## src/rtl/irq_agg_pkg.sv

```systemverilog
package irq_agg_pkg;
   localparam int ADDR_W   = 3;
   localparam int GATE_BIT = 7;

   typedef enum logic [ADDR_W-1:0] {
      SEL_PEND  = 3'd0,
      SEL_MASK  = 3'd1,
      SEL_MSET  = 3'd2,
      SEL_MCLR  = 3'd3,
      SEL_GATE  = 3'd4,
      SEL_GSTAT = 3'd5,
      SEL_PICK  = 3'd6,
      SEL_NONE  = 3'd7
   } reg_sel_e;
endpackage

```

## src/rtl/irq_level_capture.sv

```systemverilog
module irq_level_capture #(
   parameter int N          = 6,
   parameter bit REGISTERED = 1'b1
) (
   input  logic         clk,
   input  logic         rst_n,
   input  logic [N-1:0] req_in,
   output logic [N-1:0] level_out
);
   generate
      if (REGISTERED) begin : g_flop
         logic [N-1:0] level_q;
         always_ff @(posedge clk or negedge rst_n) begin
            if (!rst_n) level_q <= '0;
            else        level_q <= req_in;
         end
         assign level_out = level_q;

         // the pending image follows the request levels one edge later
         assert_pend_tracks_R2: assert property (@(posedge clk) disable iff (!rst_n)
            1'b1 |=> (level_out == $past(req_in)));
      end else begin : g_pass
         assign level_out = req_in;
      end
   endgenerate
endmodule

```

## src/rtl/irq_mask_bank.sv

```systemverilog
module irq_mask_bank #(
   parameter int           N        = 6,
   parameter logic [N-1:0] MASK_RST = '0
) (
   input  logic         clk,
   input  logic         rst_n,
   input  logic         set_we,
   input  logic         clr_we,
   input  logic [N-1:0] bits,
   output logic [N-1:0] mask_out
);
   logic [N-1:0] mask_q;

   always_ff @(posedge clk or negedge rst_n) begin
      if (!rst_n)      mask_q <= MASK_RST;
      else if (set_we) mask_q <= mask_q | bits;
      else if (clr_we) mask_q <= mask_q & ~bits;
   end
   assign mask_out = mask_q;

   assert_set_sticks_R3: assert property (@(posedge clk) disable iff (!rst_n)
      set_we |=> ((mask_out & $past(bits)) == $past(bits)));

   assert_clr_drops_R4: assert property (@(posedge clk) disable iff (!rst_n)
      (clr_we && !set_we) |=> ((mask_out & $past(bits)) == '0));

   assert_mask_holds_R10: assert property (@(posedge clk) disable iff (!rst_n)
      (!set_we && !clr_we) |=> $stable(mask_out));
endmodule

```

## src/rtl/irq_first_pick.sv

```systemverilog
module irq_first_pick #(
   parameter int N     = 6,
   parameter int IDX_W = 3
) (
   input  logic             clk,
   input  logic             rst_n,
   input  logic [N-1:0]     req,
   output logic [IDX_W-1:0] pick_idx,
   output logic             pick_valid
);
   always_comb begin
      pick_idx   = '0;
      pick_valid = 1'b0;
      for (int i = N - 1; i >= 0; i--) begin
         if (req[i]) begin
            pick_idx   = i[IDX_W-1:0];
            pick_valid = 1'b1;
         end
      end
   end

   // the chosen source is pending and no lower index is pending
   assert_pick_pending_R9: assert property (@(posedge clk) disable iff (!rst_n)
      pick_valid |-> req[pick_idx]);

   assert_pick_lowest_R9: assert property (@(posedge clk) disable iff (!rst_n)
      pick_valid |-> ((req & ((N'(1) << pick_idx) - N'(1))) == '0));
endmodule

```

## src/rtl/irq_aggregator.sv

```systemverilog
module irq_aggregator #(
   parameter int                  NUM_SRC      = 6,
   parameter int                  REG_W        = 16,
   parameter bit                  CAPTURE_FLOP = 1'b1,
   parameter logic [NUM_SRC-1:0]  MASK_RST     = '0
) (
   input  logic                             clk,
   input  logic                             rst_n,
   input  logic [NUM_SRC-1:0]               src_req,
   input  logic                             wr_en,
   input  logic [irq_agg_pkg::ADDR_W-1:0]   wr_addr,
   input  logic [REG_W-1:0]                 wr_data,
   input  logic [irq_agg_pkg::ADDR_W-1:0]   rd_addr,
   output logic [REG_W-1:0]                 rd_data,
   output logic                             host_irq
);
   import irq_agg_pkg::*;

   localparam int IDX_W = (NUM_SRC > 1) ? $clog2(NUM_SRC) : 1;

   generate
      if (NUM_SRC < 2 || NUM_SRC > REG_W - 1) begin : g_bad_src
         $error("irq_aggregator: NUM_SRC must lie in 2..REG_W-1");
      end
      if (REG_W <= GATE_BIT || IDX_W >= REG_W - 1) begin : g_bad_width
         $error("irq_aggregator: REG_W too narrow for gate bit or pick index");
      end
   endgenerate

   logic [NUM_SRC-1:0] pend;
   logic [NUM_SRC-1:0] mask;
   logic [NUM_SRC-1:0] live;
   logic               any_live;
   logic               gate_q;
   logic [IDX_W-1:0]   pick_idx;
   logic               pick_valid;
   logic               set_we;
   logic               clr_we;
   logic               gate_we;
   logic               unused_wr_bits;

   assign set_we  = wr_en && (wr_addr == SEL_MSET);
   assign clr_we  = wr_en && (wr_addr == SEL_MCLR);
   assign gate_we = wr_en && (wr_addr == SEL_GATE);
   assign unused_wr_bits = ^wr_data;

   irq_level_capture #(.N(NUM_SRC), .REGISTERED(CAPTURE_FLOP)) u_capture (
      .clk       (clk),
      .rst_n     (rst_n),
      .req_in    (src_req),
      .level_out (pend)
   );

   irq_mask_bank #(.N(NUM_SRC), .MASK_RST(MASK_RST)) u_mask (
      .clk      (clk),
      .rst_n    (rst_n),
      .set_we   (set_we),
      .clr_we   (clr_we),
      .bits     (wr_data[NUM_SRC-1:0]),
      .mask_out (mask)
   );

   always_ff @(posedge clk or negedge rst_n) begin
      if (!rst_n)       gate_q <= 1'b0;
      else if (gate_we) gate_q <= wr_data[GATE_BIT];
   end

   assign live     = pend & mask;
   assign any_live = |live;
   assign host_irq = gate_q & any_live;

   irq_first_pick #(.N(NUM_SRC), .IDX_W(IDX_W)) u_pick (
      .clk        (clk),
      .rst_n      (rst_n),
      .req        (live),
      .pick_idx   (pick_idx),
      .pick_valid (pick_valid)
   );

   always_comb begin
      rd_data = '0;
      case (reg_sel_e'(rd_addr))
         SEL_PEND:  rd_data[NUM_SRC-1:0] = pend;
         SEL_MASK:  rd_data[NUM_SRC-1:0] = mask;
         SEL_GATE:  rd_data[GATE_BIT]    = gate_q;
         SEL_GSTAT: rd_data[GATE_BIT]    = any_live;
         SEL_PICK: begin
            rd_data[REG_W-1]   = pick_valid;
            rd_data[IDX_W-1:0] = pick_idx;
         end
         default:   rd_data = '0;
      endcase
   end

   // closing the gate silences the host line on the next cycle
   assert_gate_close_R6: assert property (@(posedge clk) disable iff (!rst_n)
      (gate_we && !wr_data[GATE_BIT]) |=> !host_irq);

   // writes to read-only addresses leave mask and gate untouched
   assert_ro_write_R10: assert property (@(posedge clk) disable iff (!rst_n)
      (wr_en && !set_we && !clr_we && !gate_we) |=> ($stable(mask) && $stable(gate_q)));
endmodule

```

## config.mk

```make
export PLATFORM = sky130hd
export DESIGN_NAME = irq_aggregator
export DESIGN_NICKNAME = d
export VERILOG_FILES = /design/src/rtl/irq_agg_pkg.sv /design/src/rtl/irq_level_capture.sv /design/src/rtl/irq_mask_bank.sv /design/src/rtl/irq_first_pick.sv /design/src/rtl/irq_aggregator.sv
export SDC_FILE = /design/constraint.sdc
export NUM_CORES = 1
export LEC_CHECK = 0
export ABC_AREA = 1
export BUFFER_PORTS_ARGS = -buffer_cell sky130_fd_sc_hd__buf_4
export CORE_ASPECT_RATIO = 0.8
export CORE_UTILIZATION = 35
export CTS_CLUSTER_SIZE = 10
export DETAILED_ROUTE_END_ITERATION = 7
export PLACE_DENSITY = 0.68
export SLEW_MARGIN = 20
export SYNTH_ARGS = -nofsm -noshare
export SYNTH_HDL_FRONTEND = slang
export SYNTH_SLANG_ARGS = --single-unit
```

## constraint.sdc

```tcl
create_clock -name clk -period 3 [get_ports clk]
set_clock_uncertainty 0.1 [all_clocks]
set_input_delay 0.6 -clock clk [delete_from_list [all_inputs] [get_ports clk]]
set_output_delay 0.6 -clock clk [all_outputs]
set_load 0.005 [all_outputs]
```

---- Word-level counts from Yosys, hierarchy flattened ----
Index checks and enable logic that the tools add are counted.
W data, S select, Z words.
storage, ports and cells
  bits in registers ....................... 13
  output and inout bits ................... 17
  memory bits (writable) .................. 0
  memories kept ........................... 0
  memory bits (read-only) ................. 0
  logic and storage cells ................. 39
  input port bits ......................... 31
  latch bits .............................. 0
cells by class
  multipliers ............................. 0
  order comparisons ....................... 0
  shifts and indexed selects .............. 0
  eq/ne operators ......................... 7
  mux-type cells .......................... 18
  div/mod/pow operators ................... 0
  bitwise operators ....................... 5
  reductions and logical operators ........ 6
  $add $sub $neg .......................... 0
operators by type and width
  kind                  number
  $mux W3               6
  $and A6 B6 Y6         2
  $eq A3 B3 Y1 const B  4
  $mux W6               2
  $pmux W3 S3           1
  $mux W1               7
  $eq A3 B2 Y1 const B  2
  $not A6 Y6            1
  $or A6 B6 Y6          1
  $pmux W3 S2           1
  $reduce_or A6 Y1      1
  $eq A3 B1 Y1 const B  1
  $logic_and A1 B1 Y1   3
  $logic_not A3 Y1      1
  $pmux W1 S2           1
  $reduce_bool A2 Y1    1
  $and A1 B1 Y1         1

---- Logic depth before layout (Yosys ltp) ----
Gate-level depths: netlist of run 1.
  depth after elaboration ................. 8
  gate-level depth with buffers ........... 8
  depth with buffers taken out ............ 8

---- Modules after synthesis ----
Synthesis of run 1 repeated with hierarchy kept, for this count alone.
unflattened totals
  cell total of the unflattened synthesis .. 124
  area, all modules ....................... 827.0 µm²
modules (own cells, without submodules)
  module             sequential area each (µm²)  times used  area each (µm²)  cells each
  irq_aggregator     25.0                        1           364.1            73
  irq_mask_bank      150.1                       1           240.2            30
  irq_level_capture  150.1                       1           150.1            6
  irq_first_pick     0.0                         1           72.6             15

---- Least setup slack after synthesis of run 1 ----
Ideal clock, no wire load.
  path kind ............................... input-to-output
  from .................................... input port rd_addr[1] in the netlist's numbering
  to ...................................... output port rd_data[0]
  stages on the path ...................... 7
  arrival ................................. 1.067 ns
  setup slack ............................. 1.233 ns
  required time ........................... 2.300 ns
  path buffers ............................ 0
  path through ............................ inv_1 -> nand2_1 -> nor2_2 -> nand2_1 -> nand2_1 -> inv_1 -> nand2_1
on the way
  longest elaborated chain between the ends .. 2
  elaborated cells on any way between the ends .. 4
  those cells by class .................... eq/ne: 2; mux: 1; reduce/logical: 1
RTL lines
  what                                  RTL line              text
  start, declared                       irq_aggregator.sv:13  input logic [irq_agg_pkg::ADDR_W-1:0] rd_addr,
  $eq A3 B3 Y1 (tied with other cells)  irq_aggregator.sv:82  case (reg_sel_e'(rd_addr))
  $pmux W3 S3 (*)                       irq_aggregator.sv:82
  end, declared                         irq_aggregator.sv:14  output logic [REG_W-1:0] rd_data,
Every way passes the cells marked *; elsewhere a longest branch is shown, timed or not.

---- Worst setup path after layout of run 1 ----
Ends and elaborated chain as after synthesis.

==> results of run 1 <==
## cells in the final DEF (no fill, tap or decap), drive strengths merged
cell type	instances
nand3	5
nor2	9
buf	30
dfrtp	13
nand2	29
nand4	2
clkbuf	4
a22o	3
inv	17
a21oi	2
conb	8
o21ai	12
## final timing paths
path                            start                endpoint  slack [ns]  cells past startpoint
max                        rd_addr[1]              rd_data[0]        0.92                      9
min                             rst_n  u_capture.level_out[1]        0.06                      1
max reg2reg                 flip-flop               flip-flop        2.20                      2
min reg2reg                    gate_q                  gate_q        0.44                      2
max in group asynchronous       rst_n               async pin        2.58                      1
min in group clk           src_req[3]  u_capture.level_out[3]        0.34                      1
## stage by stage
stage / std cells / power, uW / hold WS [ns]
global placement: 154 / 321 / 0.349
CTS: 158 / 426 / 0.0605
floorplan: 108 / 275 / 0.204
detailed placement: 154 / 323 / 0.352
finish: 158 / 421 / 0.0619
global route: 158 / 455 / 0.0589
## metal layers
| metal | wire length, um | vias up | share of wire (%) | GRT usage [%] |
|---|---|---|---|---|
| met4 | 0 | 0 | 0 | 4.74 |
| met5 | 0 | - | 0 | 0 |
| met2 | 608 | 26 | 45 | 18.3 |
| met1 | 675 | 283 | 50 | 20.3 |
| li1 | - | 369 | - | - |
| met3 | 77 | 0 | 5.7 | 2.15 |
## final cells by class
class	instances	area (sq um)
clock buffers	4	26.3
flip-flops and latches	13	325
fillers	186	943
multi-input cells	70	313
well taps	24	30.0
inverters	17	63.8
repair buffers	30	225
## cell families after synthesis
logic type	count (synthesis)
AND/OR/NAND/NOR	45
buffers and inverters	25
AO/OA/AOI/OAI	17
flip-flops	13
other	1
## power by group through the flow
| stage | registers [uW] | clock network (uW) | logic, uW |
|---|---|---|---|
| after detailed placement | 216 | 0 | 107 |
| after global placement | 216 | 0 | 105 |
| final | 213 | 102 | 106 |
| after floorplan | 211 | 0 | 63.8 |
| after global routing | 215 | 116 | 124 |
| after CTS | 213 | 106 | 107 |
## critical path, stage by stage
cell     delay [ns]
buf_4          0.12
inv_1          0.04
nand2_1        0.06
nor2_2         0.23
nand2_1        0.08
nand2_1        0.07
inv_1          0.03
nand2_1        0.05
buf_4          0.10
==> impl_summary.txt, run 1 <==
----------------------------------------------------
[Floorplanning]
  Total number of placement rows ... 14
  Die boundary width ... 53.3 um
  Initial Utilization ... 38.2%
  Die span in y ... 43.0 um
  Area of the die ... 2290 sq um
  Number of primary I/O pins ... 48
  Floorplan core area ... 1930 sq um

[Setup path]
  Data required time at the worst endpoint ... 2.30 ns
  Kind of launch point of the worst setup path ... input port
  Kind of capture point of the worst setup path ... output port
  Maximum fanout along the worst path ... 6
  Arrival time of data at the critical path endpoint ... 1.38 ns
  Crit Path Class ... in -> out

[Pwr]
  Relative contribution of the clock network to total power ... 24.3%
  Peak ir drop on the vdd network ... 0.000249 V
  Power share of the combinational group ... 25.1%
  Net switching power figure ... 119 uW
  Switching fraction of total power ... 28.2%
  Static Leakage ... 0.000577 uW
  Internal cell power ... 302 uW
  Pwr per Cell Area ... 428 nW/um^2
  Register share of total power ... 50.6%

[Outcome]
  Run status ... completed

[Global routing]
  Number of antenna violations at the first check in global routing ... 0
  Number of global-route vias before repair ... 534
  Global-route total usage across every layer ... 13.2%
  Grt ovf ... 0
  First-pass GRT wire length ... 2.18 mm
  Maximum number of pins on one net before global-route repair ... 14

[Logic synthesis]
  Number of library cell types mapped by synthesis ... 13
  Synth Cell Area ... 736 sq um
  Commonest cells in the synthesized netlist ... nand2_1 (29), inv_1 (15), dfrtp_1 (13), o21ai_0 (12)
  Part of the Yosys area used for sequential elements ... 44.2%
  Multiplexer share of the synthesized area ... 0%
  Post-synth EDFFs ... 0
  Synthesized-area fraction occupied by ao, oa, aoi and oai cells ... 13.6%
  Yosys warns ... 0
  Post-synthesis share of cell area spent on xor and xnor gates ... 0%
  Syn_area_per_cell ... 7.28 sq um
  Post-synthesis share of cell area spent on full adders, half adders and majority gates ... 0%
  Synth top area cells ... dfrtp_1 (44%), nand2_1 (15%), o21ai_0 (8.2%)
  Library cell occupying the most area in the post-synthesis netlist ... dfrtp_1
  Simple-gate area share of the yosys netlist ... 24.8%
  Ys flop type ... dfrtp_1
  Portion of synthesized cell area occupied by the leading cell type ... 44.2%
  FFs w/ async S/R, synth ... 100%
  Post-synthesis register bit count ... 13
  Most common cell in the netlist ... nand2_1
  Synth Instances ... 101
  Largest family of logic cells by synthesized area ... simple AND/OR/NAND/NOR gates

[Placed design]
  PortBufs ... 30
  Place WS ... 0.900 ns
  RePlAce Congestion ... 0.805
  Area post-placement ... 957 sq um
  Detailed placement HPWL ... 1.14 mm

[Timing]
  Fmax ... 0.480 GHz
  Least setup slack across all paths after layout ... 0.917 ns
  Total of endpoints with negative setup slack in the final report ... 0
  Final number of hold-violating endpoints ... 0
  Share of the clock period used by the worst path after layout ... 69.4%
  Max Slew Vio Count ... 0
  Clock period minus worst slack ... 2.08 ns
  Sum Neg Setup Slack ... 0 ns
  RSZ-0062 raised after global routing ... false

[Routing]
  Count of TritonRoute iterations in the first routing pass ... 4
  Number of routed nets with antenna violations ... 0
  WL/cell ... 8.61 um
  DRC Markers ... 0
  Via count ... 678
  Aggregate routed wire length ... 1.36 mm
  Number of DRC markers in iteration 0 ... 18
  Via count normalized by instance count ... 4.29

[Clock tree]
  Setup bufs post-CTS ... 0
  Max Buffers Root-to-Sink ... 2
  Clock-pin slew of the registers on the worst-case setup and hold paths ... 0.07 ns
  CTS Hold Bufs ... 0
  Count of H-tree levels built during CTS ... 1
  CTS tree ... built
  Resized cells post-CTS ... 0
  Later-pin clock latency in the skew report ... 0.26 ns
  Clock Root Buffer ... clkbuf_4
  Number of sinks handled by clock tree synthesis ... 13
  TritonCTS buffer count ... 3

[Hold path]
  Path type of the worst min-delay path ... in -> async

[Job]
  Maximum Capacitance Violations ... 0

[Final layout]
  Antenna Cells ... 0
  Util after Layout ... 51.0%
  Number of nets in the layout ... 166
  Layout overhead on the synthesized area ... 33.7%
  Fraction of layout instances using a drive strength above 1 ... 29.1%
  Post-route cell area ... 983 sq um

----------------------------------------------------
No activity file was read; power rests on OpenSTA's default activity.
==> run 2, diff against run 1 <==
Settings changed: PLACE_DENSITY 0.68 to 0.71.
Clock period 3 ns to 1.9 ns, I/O delays scaled along.
==> impl_summary.txt, run 2 (synthesis gave the netlist of run 1 again) <==
----------------------------------------------------
[Floorplanning]
  Die span in y ... 43.0 um (unchanged)
  Floorplan core area ... 1930 sq um (unchanged)
  Die boundary width ... 53.3 um (unchanged)
  Initial Utilization ... 38.2% (unchanged)
  Area of the die ... 2290 sq um (unchanged)
  Number of primary I/O pins ... 48 (unchanged)
  Total number of placement rows ... 14 (unchanged)

[Setup path]
  Worst reg2reg setup slack ... 0.98 ns (-1.22 ns)
  Destination of the critical timing path ... rd_data[15]
  Data required time at the worst endpoint ... 1.42 ns (-0.88 ns)
  Arrival time of data at the critical path endpoint ... 1.31 ns (-0.07 ns)
  Number of cell instances on the worst register-to-register path ... 3 (+1)
  Crit Path Class ... reg -> out
  Kind of capture point of the worst setup path ... output port
  Maximum fanout along the worst path ... 3 (-3)
  Kind of launch point of the worst setup path ... flip-flop

[Final layout]
  Layout overhead on the synthesized area ... 36.9%
  Most common cell after layout, fill and taps aside ... buf_4
  Fill cell total of the finished layout ... 196 (+5.4%)
  Post-route cell area ... 1010 sq um (+2.4%)
  Antenna Cells ... 0 (unchanged)
  Fraction of layout instances using a drive strength above 1 ... 31.6% (+2.5 points)
  Most frequent cells in the layout ... buf_4 (31), nand2_1 (28), inv_1 (15), dfrtp_1 (13), o21ai_0 (12)
  Number of non-filler instances in the completed layout ... 160 (+1.3%)
  Number of nets in the layout ... 168 (+1.2%)

[Global routing]
  Number of global-route vias before repair ... 640 (+20%)
  Maximum number of pins on one net before global-route repair ... 14 (unchanged)
  Number of antenna violations at the first check in global routing ... 0 (unchanged)
  Global-route total usage across every layer ... 15.6% (+2.4 points)
  Grt ovf ... 0 (unchanged)
  First-pass GRT wire length ... 2.59 mm (+19%)

[Timing]
  Max Slew Vio Count ... 0 (unchanged)
  Least setup slack across all paths after layout ... 0.110 ns (-0.807 ns)
  Total of endpoints with negative setup slack in the final report ... 0 (unchanged)
  Final number of hold-violating endpoints ... 0 (unchanged)
  Clock period minus worst slack ... 1.79 ns
  Post-Route Hold Slack ... 0.0983 ns (+0.0364 ns)
  RSZ-0062 raised after global routing ... true
  Share of the clock period used by the worst path after layout ... 94.2%
  Sum Neg Setup Slack ... 0 ns (unchanged)
  Fmax ... 0.559 GHz

[Placed design]
  PortBufs ... 30 (unchanged)
  Place WS ... 0.227 ns (-0.673 ns)
  Detailed placement HPWL ... 1.25 mm (+10%)
  Area post-placement ... 957 sq um (unchanged)
  RePlAce Congestion ... 0.832 (+3.3%)
  Post-placement cell count ... 154 (unchanged)

[Hold path]
  Path type of the worst min-delay path ... in -> reg
  Hold Startpoint ... src_req[5]

[Clock tree]
  Max Buffers Root-to-Sink ... 2 (unchanged)
  Clock-pin slew of the registers on the worst-case setup and hold paths ... 0.09 ns (+0.02 ns)
  TritonCTS buffer count ... 3 (unchanged)
  Number of sinks handled by clock tree synthesis ... 13 (unchanged)
  Clock Root Buffer ... clkbuf_4
  Later-pin clock latency in the skew report ... 0.28 ns (+0.02 ns)
  Count of H-tree levels built during CTS ... 1 (unchanged)
  CTS tree ... built

[Routing]
  WL/cell ... 9.71 um (+13%)
  Number of routed nets with antenna violations ... 0 (unchanged)
  DRC Markers ... 0 (unchanged)
  Via count normalized by instance count ... 4.52 (+5.3%)
  Aggregate routed wire length ... 1.55 mm (+14%)
  Count of TritonRoute iterations in the first routing pass ... 3 (-1)
  Via count ... 723 (+6.6%)
  Number of DRC markers in iteration 0 ... 8 (-10)

[Pwr]
  Pwr per Cell Area ... 687 nW/um^2 (+61%)
  Static Leakage ... 0.000589 uW (+2.2%)
  Peak ir drop on the vdd network ... 0.000481 V (+93%)

[Job]
  Maximum Capacitance Violations ... 0 (unchanged)

[Outcome]
  Run status ... completed

----------------------------------------------------
==> run 2: repair_timing <==
action,in CTS,in global routing
gates resized for setup,0,2
endpoints found under the hold margin,13,0
endpoints found under the setup margin,0,3
hold buffers,1,0
setup buffers,0,1
==> run 2: power breakdown <==
| part | switching, uW | internal, uW |
|---|---|---|
| clock | 96.2 | 78.1 |
| combinational | 88.9 | 92.1 |
| sequential | 25.9 | 311 |
| total | 211 | 481 |
==> run 2: worst min-delay path by stage <==
stage	endpoint	cells after the start
CTS	u_capture.level_out[5]	1
finish	u_capture.level_out[5]	1
detailed placement	async pin	1
floorplan	async pin	0
global route	u_capture.level_out[3]	1
global placement	async pin	1
==> run 2: final cells by class <==
| class | count | area, sq um | area share, % |
|---|---|---|---|
| Timing Repair Buffer | 32 | 243 | 24.1 |
| Clock inverter | 1 | 5.00 | 0.497 |
| Tap cell | 24 | 30.0 | 2.98 |
| Inverter | 17 | 63.8 | 6.34 |
| Clock buffer | 3 | 22.5 | 2.24 |
| Multi-Input combinational cell | 70 | 318 | 31.6 |
| Sequential cell | 13 | 325 | 32.3 |
==> run 2: metal layers <==
metal | track usage, % | share of wire, % | vias up
met5 | 0 | 0 | -
li1 | - | - | 370
met3 | 4.30 | 5.9 | 2
met2 | 25.3 | 48 | 27
met1 | 20.0 | 45 | 324
met4 | 4.74 | 0.90 | 0
==> run 2: critical path: stages (launching register included) <==
cell and delay, ns:
dfrtp_1 0.42, nand2_2 0.10, nand2_1 0.07, nor2_2 0.12
nand2_1 0.08, inv_1 0.08, nor2_1 0.04, buf_4 0.13
==> run 2: per-stage QoR <==
step	utilization [%]	total power, uW
finish	52.3	692
global route	52.3	741
CTS	51.6	689
detailed placement	49.7	514
global placement	49.7	506
floorplan	-	435
==> run 3, diff against run 2 <==
Settings changed: GPL_TIMING_DRIVEN from default to 0.
==> impl_summary.txt, run 3 (synthesis gave the netlist of run 1 again) <==
----------------------------------------------------
[Outcome]
  Run status ... completed

[Placed design]
  Area post-placement ... 1020 sq um (+6.3%)
  PortBufs ... 30 (unchanged)
  RePlAce Congestion ... 0.838 (+0.71%)
  Detailed placement HPWL ... 1.29 mm (+3.1%)
  Post-placement cell count ... 162 (+5.2%)
  Place WS ... 0.227 ns (+0.0000520 ns)

[Setup path]
  Crit Path Class ... reg -> out
  Kind of capture point of the worst setup path ... output port
  Arrival time of data at the critical path endpoint ... 1.30 ns (about the same)
  Kind of cell adding the most delay to the critical path ... simple AND/OR/NAND/NOR gates
  Kind of launch point of the worst setup path ... flip-flop
  Crit-path max cell delay ... 0.40 ns (-0.02 ns)
  Highest-delay cell along the critical path ... dfrtp_1
  Data required time at the worst endpoint ... 1.42 ns (about the same)
  Library cell appearing most often on the critical path ... nand2_1
  Cell chain of the critical path ... nand2_1, nand2_1, nor2_2, nand2_1, inv_1, nor2_1, buf_4
  Count of buffering cells on the critical path with inverters included ... 2 (unchanged)
  Maximum fanout along the worst path ... 3 (unchanged)

[Pwr]
  Switching fraction of total power ... 30.1% (-0.39 points)
  Peak ir drop on the vdd network ... 0.000442 V (-8.1%)
  Register share of total power ... 47.9% (-0.8 points)
  Power share of the combinational group ... 27.3% (+1.2 points)
  Net switching power figure ... 211 uW (+0.17%)
  Static Leakage ... 0.000632 uW (+7.3%)
  Relative contribution of the clock network to total power ... 24.7% (-0.5 points)
  Pwr per Cell Area ... 660 nW/um^2 (-4.0%)
  Internal cell power ... 491 uW (+2.0%)

[Clock tree]
  TritonCTS buffer count ... 3 (unchanged)
  Clock Root Buffer ... clkbuf_4
  Max Buffers Root-to-Sink ... 2 (unchanged)
  Clock-pin slew of the registers on the worst-case setup and hold paths ... 0.09 ns (about the same)
  Count of H-tree levels built during CTS ... 1 (unchanged)
  Later-pin clock latency in the skew report ... 0.28 ns (about the same)
  Number of sinks handled by clock tree synthesis ... 13 (unchanged)
  CTS tree ... built

[Timing]
  Total of endpoints with negative setup slack in the final report ... 0 (unchanged)
  RSZ-0062 raised after global routing ... false
  Least setup slack across all paths after layout ... 0.123 ns (+0.0125 ns)
  Fmax ... 0.563 GHz (+0.70%)
  Max Slew Vio Count ... 0 (unchanged)
  Final number of hold-violating endpoints ... 0 (unchanged)
  Sum Neg Setup Slack ... 0 ns (unchanged)
  Share of the clock period used by the worst path after layout ... 93.5% (-0.66 points)
  Clock period minus worst slack ... 1.78 ns (-0.0125 ns)

[Hold path]
  Path type of the worst min-delay path ... in -> reg
  Hold Startpoint ... src_req[4]

[Floorplanning]
  Floorplan core area ... 1930 sq um (unchanged)
  Total number of placement rows ... 14 (unchanged)
  Initial Utilization ... 38.2% (unchanged)
  Die span in y ... 43.0 um (unchanged)
  Area of the die ... 2290 sq um (unchanged)
  Die boundary width ... 53.3 um (unchanged)
  Number of primary I/O pins ... 48 (unchanged)

[Final layout]
  Fill cell total of the finished layout ... 193 (-1.5%)
  Antenna Cells ... 0 (unchanged)
  Layout overhead on the synthesized area ... 44.7%
  Post-route cell area ... 1060 sq um (+5.7%)
  Number of non-filler instances in the completed layout ... 168 (+5.0%)
  Fraction of layout instances using a drive strength above 1 ... 34.7% (+3.1 points)
  Number of nets in the layout ... 176 (+4.8%)
  Most frequent cells in the layout ... buf_4 (39), nand2_1 (29), inv_1 (15), dfrtp_1 (13), o21ai_0 (12)
  Most common cell after layout, fill and taps aside ... buf_4

[Routing]
  Aggregate routed wire length ... 1.59 mm (+2.2%)
  Via count ... 735 (+1.7%)
  WL/cell ... 9.45 um (-2.7%)
  DRC Markers ... 0 (unchanged)
  Via count normalized by instance count ... 4.38 (-3.2%)
  Number of DRC markers in iteration 0 ... 11 (+3)
  Number of routed nets with antenna violations ... 0 (unchanged)
  Count of TritonRoute iterations in the first routing pass ... 4 (+1)

[Job]
  Maximum Capacitance Violations ... 0 (unchanged)

[Global routing]
  Global-route total usage across every layer ... 16.4% (+0.74 points)
  Number of antenna violations at the first check in global routing ... 0 (unchanged)
  Number of global-route vias before repair ... 653 (+2.0%)
  Grt ovf ... 0 (unchanged)
  Maximum number of pins on one net before global-route repair ... 14 (unchanged)
  First-pass GRT wire length ... 2.70 mm (+4.5%)

----------------------------------------------------
==> run 3: routing by layer <==
| metal | GRT usage, % | vias to the layer above | routed length (um) |
|---|---|---|---|
| met1 | 21.2 | 322 | 717 |
| met4 | 6.32 | 0 | 14 |
| met2 | 26.5 | 27 | 762 |
| met3 | 3.23 | 2 | 92 |
| li1 | - | 384 | - |
| met5 | 0 | - | 0 |
==> run 3: path summary, 6_finish.rpt <==
kind / endpoint / slack (ns) / cells after the start
min reg2reg: gate_q / 0.45 / 2
min in group asynchronous: async pin / 0.36 / 2
max reg2reg: flip-flop / 0.98 / 3
min: u_capture.level_out[4] / 0.10 / 1
max in group asynchronous: u_capture.level_out[3] / 1.17 / 2
max: rd_data[15] / 0.12 / 7
==> run 3: per-stage QoR <==
step / utilization, % / hold WS, ns / total power [uW]
after floorplan: - / -0.0156 / 435
after global placement: 52.8 / 0.130 / 518
after detailed placement: 52.8 / 0.133 / 525
after CTS: 54.7 / 0.0998 / 699
after global routing: 55.3 / 0.0910 / 753
final: 55.3 / 0.101 / 702
==> run 3: area by class of cell <==
class	count	area, sq um	share of cell area (%)
Inverter	17	63.8	5.99
Clock inverter	1	5.00	0.470
Clock buffer	3	22.5	2.12
Timing Repair Buffer	32	243	22.8
Buffer	8	60.1	5.64
Sequential cell	13	325	30.6
Multi-Input combinational cell	70	315	29.6
Tap cell	24	30.0	2.82
==> run 3: timing repair <==
action | CTS | global route
setup endpoints to repair | 0 | 2
resized for setup | 0 | 1
endpoints found under the hold margin | 13 | 0
setup buffers | 0 | 1
hold buffers | 1 | 0
==> run 3: power by group through the flow <==
| stage | clock (uW) | sequential [uW] | combinational [uW] |
|---|---|---|---|
| floorplan | 0 | 334 | 101 |
| global placement | 0 | 340 | 178 |
| detailed placement | 0 | 342 | 183 |
| CTS | 176 | 336 | 186 |
| global route | 190 | 341 | 223 |
| finish | 174 | 337 | 192 |
